File: config.mk
export PLATFORM = sky130hd
export DESIGN_NAME = pipe_adc_corr
export DESIGN_NICKNAME = d
export VERILOG_FILES = /design/src/rtl/adc_corr_pkg.sv /design/src/rtl/skew_delay.sv /design/src/rtl/flash_decode.sv /design/src/rtl/pipe_adc_corr.sv
export SDC_FILE = /design/constraint.sdc
export NUM_CORES = 1
export LEC_CHECK = 0
export BUFFER_PORTS_ARGS = -buffer_cell sky130_fd_sc_hd__buf_4
export CORE_MARGIN = 8
export CORE_UTILIZATION = 30
export CTS_BUF_LIST = sky130_fd_sc_hd__clkbuf_8
export CTS_CLUSTER_DIAMETER = 40
export CTS_CLUSTER_SIZE = 30
export DETAILED_ROUTE_END_ITERATION = 8
export PLACE_DENSITY = 0.48
export SYNTH_ARGS = -nofsm -noshare
export SYNTH_HDL_FRONTEND = slang
export SYNTH_SLANG_ARGS = --single-unit
File: constraint.sdc
create_clock -name clk -period 4.8 [get_ports clk]
set_input_delay 0.24 -clock clk [delete_from_list [all_inputs] [get_ports clk]]
set_output_delay 0.24 -clock clk [all_outputs]
set_load 0.005 [all_outputs]
File: src/rtl/adc_corr_pkg.sv
package adc_corr_pkg;
  parameter int NSTG   = 7;                 // redundant front stages
  parameter int FB     = 3;                 // flash resolution in bits
  parameter int OW     = 10;                // output word width
  localparam int TW    = (1 << FB) - 1;     // thermometer width
  localparam int LAT   = NSTG + 1;          // edges from stage-1 capture to output
  localparam int MAXC  = (1 << OW) - 1;

  // Illegal decision 3 folds onto 2.
  function automatic logic [1:0] fold_code(input logic [1:0] c);
    return (c == 2'd3) ? 2'd2 : c;
  endfunction

  // Overlapping-weight sum: stage g (0-based) carries 2^(OW-2-g).
  function automatic logic [OW-1:0] merge_word(input logic [2*NSTG-1:0] codes,
                                               input logic [FB-1:0] fval);
    int acc;
    acc = int'(fval);
    for (int g = 0; g < NSTG; g++)
      acc += int'(fold_code(codes[2*g +: 2])) << (OW - 2 - g);
    if (acc > MAXC) acc = MAXC;
    if (acc < 0) acc = 0;
    return acc[OW-1:0];
  endfunction
endpackage

File: src/rtl/skew_delay.sv
module skew_delay #(
  parameter int W     = 2,
  parameter int DEPTH = 1
) (
  input  logic         clk,
  input  logic         rst_n,
  input  logic [W-1:0] din,
  output logic [W-1:0] dout
);
  generate
    if (DEPTH == 0) begin : g_pass
      assign dout = din;
    end else begin : g_regs
      logic [W-1:0] tap_q [DEPTH];
      always_ff @(posedge clk or negedge rst_n) begin
        if (!rst_n) begin
          for (int k = 0; k < DEPTH; k++) tap_q[k] <= '0;
        end else begin
          tap_q[0] <= din;
          for (int k = 1; k < DEPTH; k++) tap_q[k] <= tap_q[k-1];
        end
      end
      assign dout = tap_q[DEPTH-1];
    end
  endgenerate
endmodule

File: src/rtl/flash_decode.sv
module flash_decode
  import adc_corr_pkg::*;
(
  input  logic          clk,
  input  logic          rst_n,
  input  logic [TW-1:0] therm,
  output logic [FB-1:0] fval
);
  logic [TW+1:0] therm_ext;   // bit 0 = virtual 1 below, top = virtual 0 above
  logic [TW-1:0] clean_th;    // majority-filtered thermometer
  logic [TW+1:0] clean_ext;
  logic [TW:0]   hot_pos;     // one-hot position 0..TW

  assign therm_ext = {1'b0, therm, 1'b1};
  assign clean_ext = {1'b0, clean_th, 1'b1};

  always_comb begin
    for (int k = 0; k < TW; k++)
      clean_th[k] = (therm_ext[k] & therm_ext[k+1]) | (therm_ext[k] & therm_ext[k+2]) |
                    (therm_ext[k+1] & therm_ext[k+2]);
    for (int v = 0; v <= TW; v++)
      hot_pos[v] = clean_ext[v] & ~clean_ext[v+1];
  end

  always_comb begin
    fval = '0;
    for (int v = 0; v <= TW; v++)
      if (hot_pos[v]) fval = FB'(v);
  end

  assert_flash_clean_R5: assert property (@(posedge clk) disable iff (!rst_n)
    (({1'b0, therm} & ({1'b0, therm} + 1'b1)) == '0) |-> (int'(fval) == $countones(therm)));

  assert_onehot_pos_R6: assert property (@(posedge clk) disable iff (!rst_n)
    (({1'b0, clean_th} & ({1'b0, clean_th} + 1'b1)) == '0) |-> $onehot(hot_pos));
endmodule

File: src/rtl/pipe_adc_corr.sv
module pipe_adc_corr
  import adc_corr_pkg::*;
(
  input  logic                clk,
  input  logic                rst_n,
  input  logic                in_valid,
  input  logic [2*NSTG-1:0]   stage_codes,
  input  logic [TW-1:0]       flash_therm,
  output logic                out_valid,
  output logic [OW-1:0]       out_code
);
  localparam int CW = $clog2(LAT + 1);

  logic [2*NSTG-1:0] aligned_codes;
  logic              valid_aligned;
  logic [FB-1:0]     flash_val;

  generate
    for (genvar g = 0; g < NSTG; g++) begin : g_stage
      skew_delay #(.W(2), .DEPTH(NSTG - g)) u_dly (
        .clk  (clk),
        .rst_n(rst_n),
        .din  (stage_codes[2*g +: 2]),
        .dout (aligned_codes[2*g +: 2])
      );
    end
  endgenerate

  skew_delay #(.W(1), .DEPTH(NSTG)) u_vdly (
    .clk  (clk),
    .rst_n(rst_n),
    .din  (in_valid),
    .dout (valid_aligned)
  );

  flash_decode u_fd (
    .clk  (clk),
    .rst_n(rst_n),
    .therm(flash_therm),
    .fval (flash_val)
  );

  always_ff @(posedge clk or negedge rst_n) begin
    if (!rst_n) begin
      out_code  <= '0;
      out_valid <= 1'b0;
    end else begin
      out_code  <= merge_word(aligned_codes, flash_val);
      out_valid <= valid_aligned;
    end
  end

  // Fill counter for the latency check.
  logic [CW-1:0] fill_cnt;
  always_ff @(posedge clk or negedge rst_n) begin
    if (!rst_n) fill_cnt <= '0;
    else if (int'(fill_cnt) < LAT) fill_cnt <= fill_cnt + 1'b1;
  end

  assert_valid_quiet_R7: assert property (@(posedge clk) disable iff (!rst_n)
    (int'(fill_cnt) < LAT) |-> !out_valid);

  assert_mid_scale_R4: assert property (@(posedge clk) disable iff (!rst_n)
    ((aligned_codes == {NSTG{2'd1}}) && (int'(flash_val) == (1 << (FB-1))))
      |=> (int'(out_code) == (1 << (OW-1))));

  assert_full_scale_R4: assert property (@(posedge clk) disable iff (!rst_n)
    ((aligned_codes == {NSTG{2'd2}}) && (int'(flash_val) == TW)) |=> (int'(out_code) == MAXC));

  assert_illegal_fold_R2: assert property (@(posedge clk) disable iff (!rst_n)
    ((aligned_codes == {NSTG{2'd3}}) && (int'(flash_val) == TW)) |=> (int'(out_code) == MAXC));
endmodule

==> run_results.csv, run 1 <==
group,metric,value,unit
layout,stdcell_area,0.00326,mm^2
global_route,grt_pass1_wl,6530,um
logic_synthesis,ys_async_sr_fraction,100,%
clock_network,htree_levels,3,
layout,n_antenna_cell,0,
layout,layout-drive-gt1-share,23.9,%
global_route,antenna_found_initial,0,
placement,dpl.hpwl,2400,um
sta,max_slew.worst_pin.slew,876,ps
critical_path,crit_type,"reg -> reg",
routing,wire_per_inst,10.4,um
sta,timing.final.crit_share,51.9,%
logic_synthesis,ys_types,40,
power,vdd.ir_drop.worst,0.000228,V
global_route,overflow,0,
clock_network,clk_pin_slew,70,ps
routing,drtIter0Drc,50,
critical_path,r2r_setup_slack,2310,ps
layout,final_cell_mix,"dfrtp_1, buf_4, dlygate4sd3_1, nand2_1, clkbuf_8",
sta,fin_skew,8.62,ps
critical_path,crit_chain,"nor2b_1 -> ha_1 -> fa_1 -> xor2_1 -> nand3_1 -> or3_4 -> o211ai_2 -> o21ai_2 -> o21ai_0",
global_route,grt_usage,7.27,%
clock_network,cts_setup_buffers,0,
logic_synthesis,synth.area.top_cells,"dfrtp_1, ha_1, nand2_1",
logic_synthesis,syn_area,0.00258,mm^2
power,power.density,388,mW/mm^2
critical_path,reg2regPathDepth,9,
critical_path,cp_data_arrival_time,2730,ps
placement,io_buffers,34,
worst_hold_path,hp-class,"in -> async",
clock_network,ctsRootBufferMaster,"clkbuf_8",
sta,worst_slack,2310,ps
clock_network,cts.path.max_buffers,2,
sta,slew_violations,0,
placement,place_area,0.00292,mm^2
layout,layout_commonest_cell,"dfrtp_1",
logic_synthesis,synth_flop_cell,"dfrtp_1",
power,p_leak,1.49,nW
global_route,grt_pass1_vias,1536,
die,io_pins,35,
placement,preCtsSetupSlack,2160,ps
logic_synthesis,postSynthAreaPerCell,14.1,um^2
layout,areaGrowthSynthToFinish,26.4,%
run,cap_violations,0,
logic_synthesis,yosys.area.top_type,"dfrtp_1",
die,dieArea,0.0118,mm^2
critical_path,cpMaxStageDelayCell,"or3_4",
critical_path,r2r-end,"out_code[4]$_DFF_PN0_",
layout,final_nets,267,
die,core_area,0.00851,mm^2
logic_synthesis,yosysTopAreaCellShare,71.8,%
logic_synthesis,syn-num-nets,216,
sta,relSlewSlack,41.6,%
sta,fmax,402,MHz
sta,rsz0062_at_grt,"false",
global_route,grt_max_degree,75,
routing,drt_wl_total,3580,um
layout,fin_cells,346,
logic_synthesis,ys_seq_elements,74,
sta,final.min_clock_period,2490,ps
routing,num_vias,1424,
logic_synthesis,ys_seq_area_share,71.8,%
run_status,status,"completed",
critical_path,worst_setup_path_start_kind,"register",
placement,dp_cells,316,
die,initial_core_util,30.3,%
sta,hold_slack,18.0,ps
routing,first_pass_iters,4,
logic_synthesis,synth_edf_count,0,
clock_network,cts_sinks,74,
sta,finalSetupTns,0,ps
routing,viasPerCell,4.12,
routing,route.detailed.drc,0,
die,chipHeight,109,um
die,fp.dieW,109,um
critical_path,slowest_delay,440,ps
critical_path,crit_path_end_kind,"register",
die,num_rows,34,
placement,routabilityCongestion,0.735,
routing,final_antenna_net_count,0,
logic_synthesis,syn-instance-count,183,
sta,hold_violations,0,
clock_network,cts_tree,"yes",
sta,setup_viol,0,
critical_path,cp_max_fo,8,
clock_network,numCtsBuffers,9,
critical_path,timing.rr.start,"g_stage[4].u_dly.dout[0]$_DFF_PN0_",
clock_network,clk_latency,340,ps
logic_synthesis,yosysWarnings,0,
critical_path,cp.required,5040,ps
[sequential cells by signal, indices dropped and copies added (netlist names)]
signal and count:
out_code 10, g_stage.u_dly.dout 14, g_stage.u_dly.g_regs.tap_q 42, u_vdly.g_regs.tap_q 6
out_valid 1, u_vdly.dout 1
[what timing repair did]
item / in CTS / in global routing
resized for setup: 0 / 0
hold buffers: 15 / 0
endpoints found under the hold margin: 15 / 0
[where the power goes]
| group | leakage, nW | switching, mW | internal (mW) | total (mW) |
|---|---|---|---|---|
| Sequential | 0.859 | 0.0109 | 0.664 | 0.675 |
| Combinational | 0.528 | 0.0626 | 0.0673 | 0.130 |
| Clock | 0.0999 | 0.211 | 0.250 | 0.461 |
| Total | 1.49 | 0.284 | 0.981 | 1.27 |
[layer usage]
metal / GRT usage, % / vias to the layer above / wire, um
li1: - / 712 / -
met1: 8.34 / 670 / 1590
met2: 10.1 / 35 / 1640
met3: 5.02 / 7 / 281
met4: 3.42 / 0 / 73
met5: 0 / - / 0
[kinds of logic after synthesis]
logic type      count (synthesis)  share of synthesized area (%)
fa+ha+maj                       9                           4.95
simple gates                   47                           9.75
flops                          74                           71.8
compound gates                 31                           8.64
buf+inv                        17                           3.15
xor+xnor                        5                           1.70
[synthesized netlist by cell type (2+ instances only)]
library cell   n
o21ai_0        7
xor2_1         3
nand2_1       11
nand2b_1       3
dfrtp_1       74
ha_1           7
nor3_1         3
xnor2_1        2
nor2_1         9
clkbuf_1       7
a311oi_1       2
nand3b_1       2
inv_1          8
nor2b_1        6
a21oi_1        4
fa_1           2
a211oi_1       4
a21o_2         2
nand3_1        5
o21a_1         2
[final cells by class]
type	instances	area (um^2)
clock buffers	10	138
clock inverters	5	55.1
fillers	831	5250
inverters	8	30.0
multi-input cells	92	646
flip-flops and latches	74	1850
well taps	108	135
repair buffers	49	405
[how the worst max path moves through the flow]
stage                             to  cells past startpoint                               start  slack, ps
6_report       out_code[4]$_DFF_PN0_                      9  g_stage[4].u_dly.dout[0]$_DFF_PN0_       2310
5_1_grt        out_code[4]$_DFF_PN0_                      9  g_stage[4].u_dly.dout[0]$_DFF_PN0_       2100
4_1_cts        out_code[4]$_DFF_PN0_                      9  g_stage[4].u_dly.dout[0]$_DFF_PN0_       2270
3_5_place_dp   out_code[4]$_DFF_PN0_                     13                      flash_therm[4]       2160
3_3_place_gp   out_code[1]$_DFF_PN0_                     13                      flash_therm[4]       2220
2_1_floorplan  out_code[1]$_DFF_PN0_                     13                      flash_therm[4]       2210
[through the flow]
step / total power [mW] / util [%]
6_report: 1.27 / 38.3
3_3_place_gp: 0.809 / 34.3
3_5_place_dp: 0.811 / 34.3
2_1_floorplan: 0.750 / -
5_1_grt: 1.34 / 38.3
4_1_cts: 1.30 / 38.3
[worst max-delay path, delay by kind of cell, from the launching register on]
kind | cells | cell delay [ps]
XOR/XNOR | 1 | 260
adder cells (fa/ha/maj) | 2 | 640
AO/OA/AOI/OAI | 3 | 410
AND/OR/NAND/NOR | 3 | 720
flip-flops | 1 | 360
Note: power is estimated with default switching activity, not from simulation.
==> inputs of run 2 (changes only) <==
PLACE_DENSITY = 0.5   (was 0.48)
clock period = 2.1 ns   (was 4.8 ns; I/O delays follow)
==> run_results.csv, run 2 (synthesis gave the netlist of run 1 again) <==
group,metric,value,unit
run_status,status,"finished with violations",
run_status,violations,"negative setup slack",
layout,areaGrowthSynthToFinish,39.2,%
power,finalPower,2.92,mW
sta,fmax,446,MHz
layout,layout-drive-gt1-share,36.6,%
sta,fin_skew,9.60,ps
routing,drt_wl_total,3790,um
routing,final_antenna_net_count,0,
clock_network,ctsRootBufferMaster,"clkbuf_8",
clock_network,clk_pin_slew,70,ps
worst_hold_path,min_from,"flash_therm[1]",
clock_network,htree_levels,3,
clock_network,cts_tree,"yes",
clock_network,clk_latency,340,ps
placement,routabilityCongestion,0.751,
sta,relSlewSlack,62.8,%
worst_hold_path,whs_path_depth,3,
layout,final_cell_mix,"dfrtp_1, buf_4, dlygate4sd3_1, nand2_1, clkbuf_8",
critical_path,worst_setup_path_start_kind,"register",
clock_network,numCtsBuffers,9,
critical_path,r2r-end,"out_code[1]$_DFF_PN0_",
sta,rsz0062_at_grt,"true",
critical_path,timing.rr.start,"g_stage[6].u_dly.dout[1]$_DFF_PN0_",
sta,max_slew.worst_pin.slew,558,ps
sta,worst_slack,-142,ps
layout,largest-register,"g_stage.u_dly.g_regs.tap_q",
worst_hold_path,hp-class,"in -> reg",
die,chipHeight,109,um
layout,n_antenna_cell,0,
critical_path,r2r_setup_slack,-140,ps
sta,slew_violations,0,
global_route,grt_usage,7.32,%
sta,hold_violations,0,
die,dieArea,0.0118,mm^2
clock_network,cts.path.max_buffers,2,
die,initial_core_util,30.3,%
layout,final_nets,297,
die,fp.dieW,109,um
routing,num_vias,1597,
placement,place_area,0.00315,mm^2
critical_path,cp.required,2330,ps
die,io_pins,35,
routing,drtIter0Drc,44,
critical_path,startpoint,"g_stage[6].u_dly.dout[1]$_DFF_PN0_",
critical_path,cp_data_arrival_time,2480,ps
global_route,overflow,0,
global_route,grt_max_degree,47,
power,p_leak,1.64,nW
global_route,grt_pass1_wl,6770,um
routing,viasPerCell,4.25,
global_route,grt_pass1_vias,1601,
run,cap_violations,0,
critical_path,crit_path_end_kind,"register",
die,num_rows,34,
layout,stdcell_area,0.00359,mm^2
sta,timing.final.crit_share,107,%
layout,largest_register_ffs,42,
routing,first_pass_iters,6,
sta,setup_viol,10,
global_route,antenna_found_initial,0,
critical_path,crit_type,"reg -> reg",
critical_path,cp_max_fo,8,
worst_hold_path,min_to,"out_code[1]$_DFF_PN0_",
routing,wire_per_inst,10.1,um
critical_path,reg2regPathDepth,10,
placement,dpl.hpwl,2670,um
placement,io_buffers,34,
clock_network,cts_sinks,74,
power,power.density,814,mW/mm^2
power,vdd.ir_drop.worst,0.000411,V
die,core_area,0.00851,mm^2
routing,route.detailed.drc,0,
layout,layout_commonest_cell,"dfrtp_1",
sta,final.min_clock_period,2240,ps
run 2: timing repair:
item,CTS,global route
endpoints found under the setup margin,10,10
setup buffers,2,2
resized for setup,4,5
pin swaps,10,15
hold buffers,16,0
endpoints found under the hold margin,60,0
run 2: layout make-up:
cell class / instances / area [um^2]
Fill cell: 803 / 4920
Sequential cell: 74 / 1850
Multi-Input combinational cell: 92 / 741
Timing Repair Buffer: 79 / 646
Clock buffer: 11 / 151
Tap cell: 108 / 135
Clock inverter: 4 / 33.8
Inverter: 8 / 30.0
run 2: critical path, cell delays in order (launching register included):
cell and delay, ps:
dfrtp_1 370, nor2b_1 120, ha_2 200, inv_2 40, fa_2 320, and2b_2 230, nand3_2 60, or3_4 370
o211ai_4 220, o21ai_4 120, o311ai_1 100
run 2: worst max-delay path by stage:
stage	cells past startpoint	end	slack [ps]
CTS	10	out_code[1]$_DFF_PN0_	-170
finish	10	out_code[1]$_DFF_PN0_	-140
floorplan	13	out_code[1]$_DFF_PN0_	-100
global route	10	out_code[1]$_DFF_PN0_	-250
global placement	9	out_code[9]$_DFF_PN0_	-180
detailed placement	13	out_code[1]$_DFF_PN0_	-230
run 2: metal layers:
metal / wire (um) / track usage (%) / vias to the layer above
met2: 1770 / 11.0 / 40
li1: - / - / 776
met5: 0 / 0 / -
met3: 255 / 3.55 / 9
met1: 1690 / 8.24 / 772
met4: 78 / 4.50 / 0
run 2: power by group:
part / total [mW] / internal, mW / switching [mW]
registers: 1.54 / 1.52 / 0.0234
logic: 0.385 / 0.217 / 0.168
clock network: 0.998 / 0.497 / 0.501
run 2: through the flow:
step                      utilization, %  setup WS (ps)  TNS, ps  hold WS, ps  std cells
after floorplan                        -          -97.0     -409         -191        183
after global placement              37.0           -178    -1370          148        341
after detailed placement            37.0           -232    -1890          147        341
after CTS                           41.6           -171    -1430         59.5        374
after global routing                42.2           -247    -2170         69.5        376
final                               42.2           -142    -1040         82.8        376
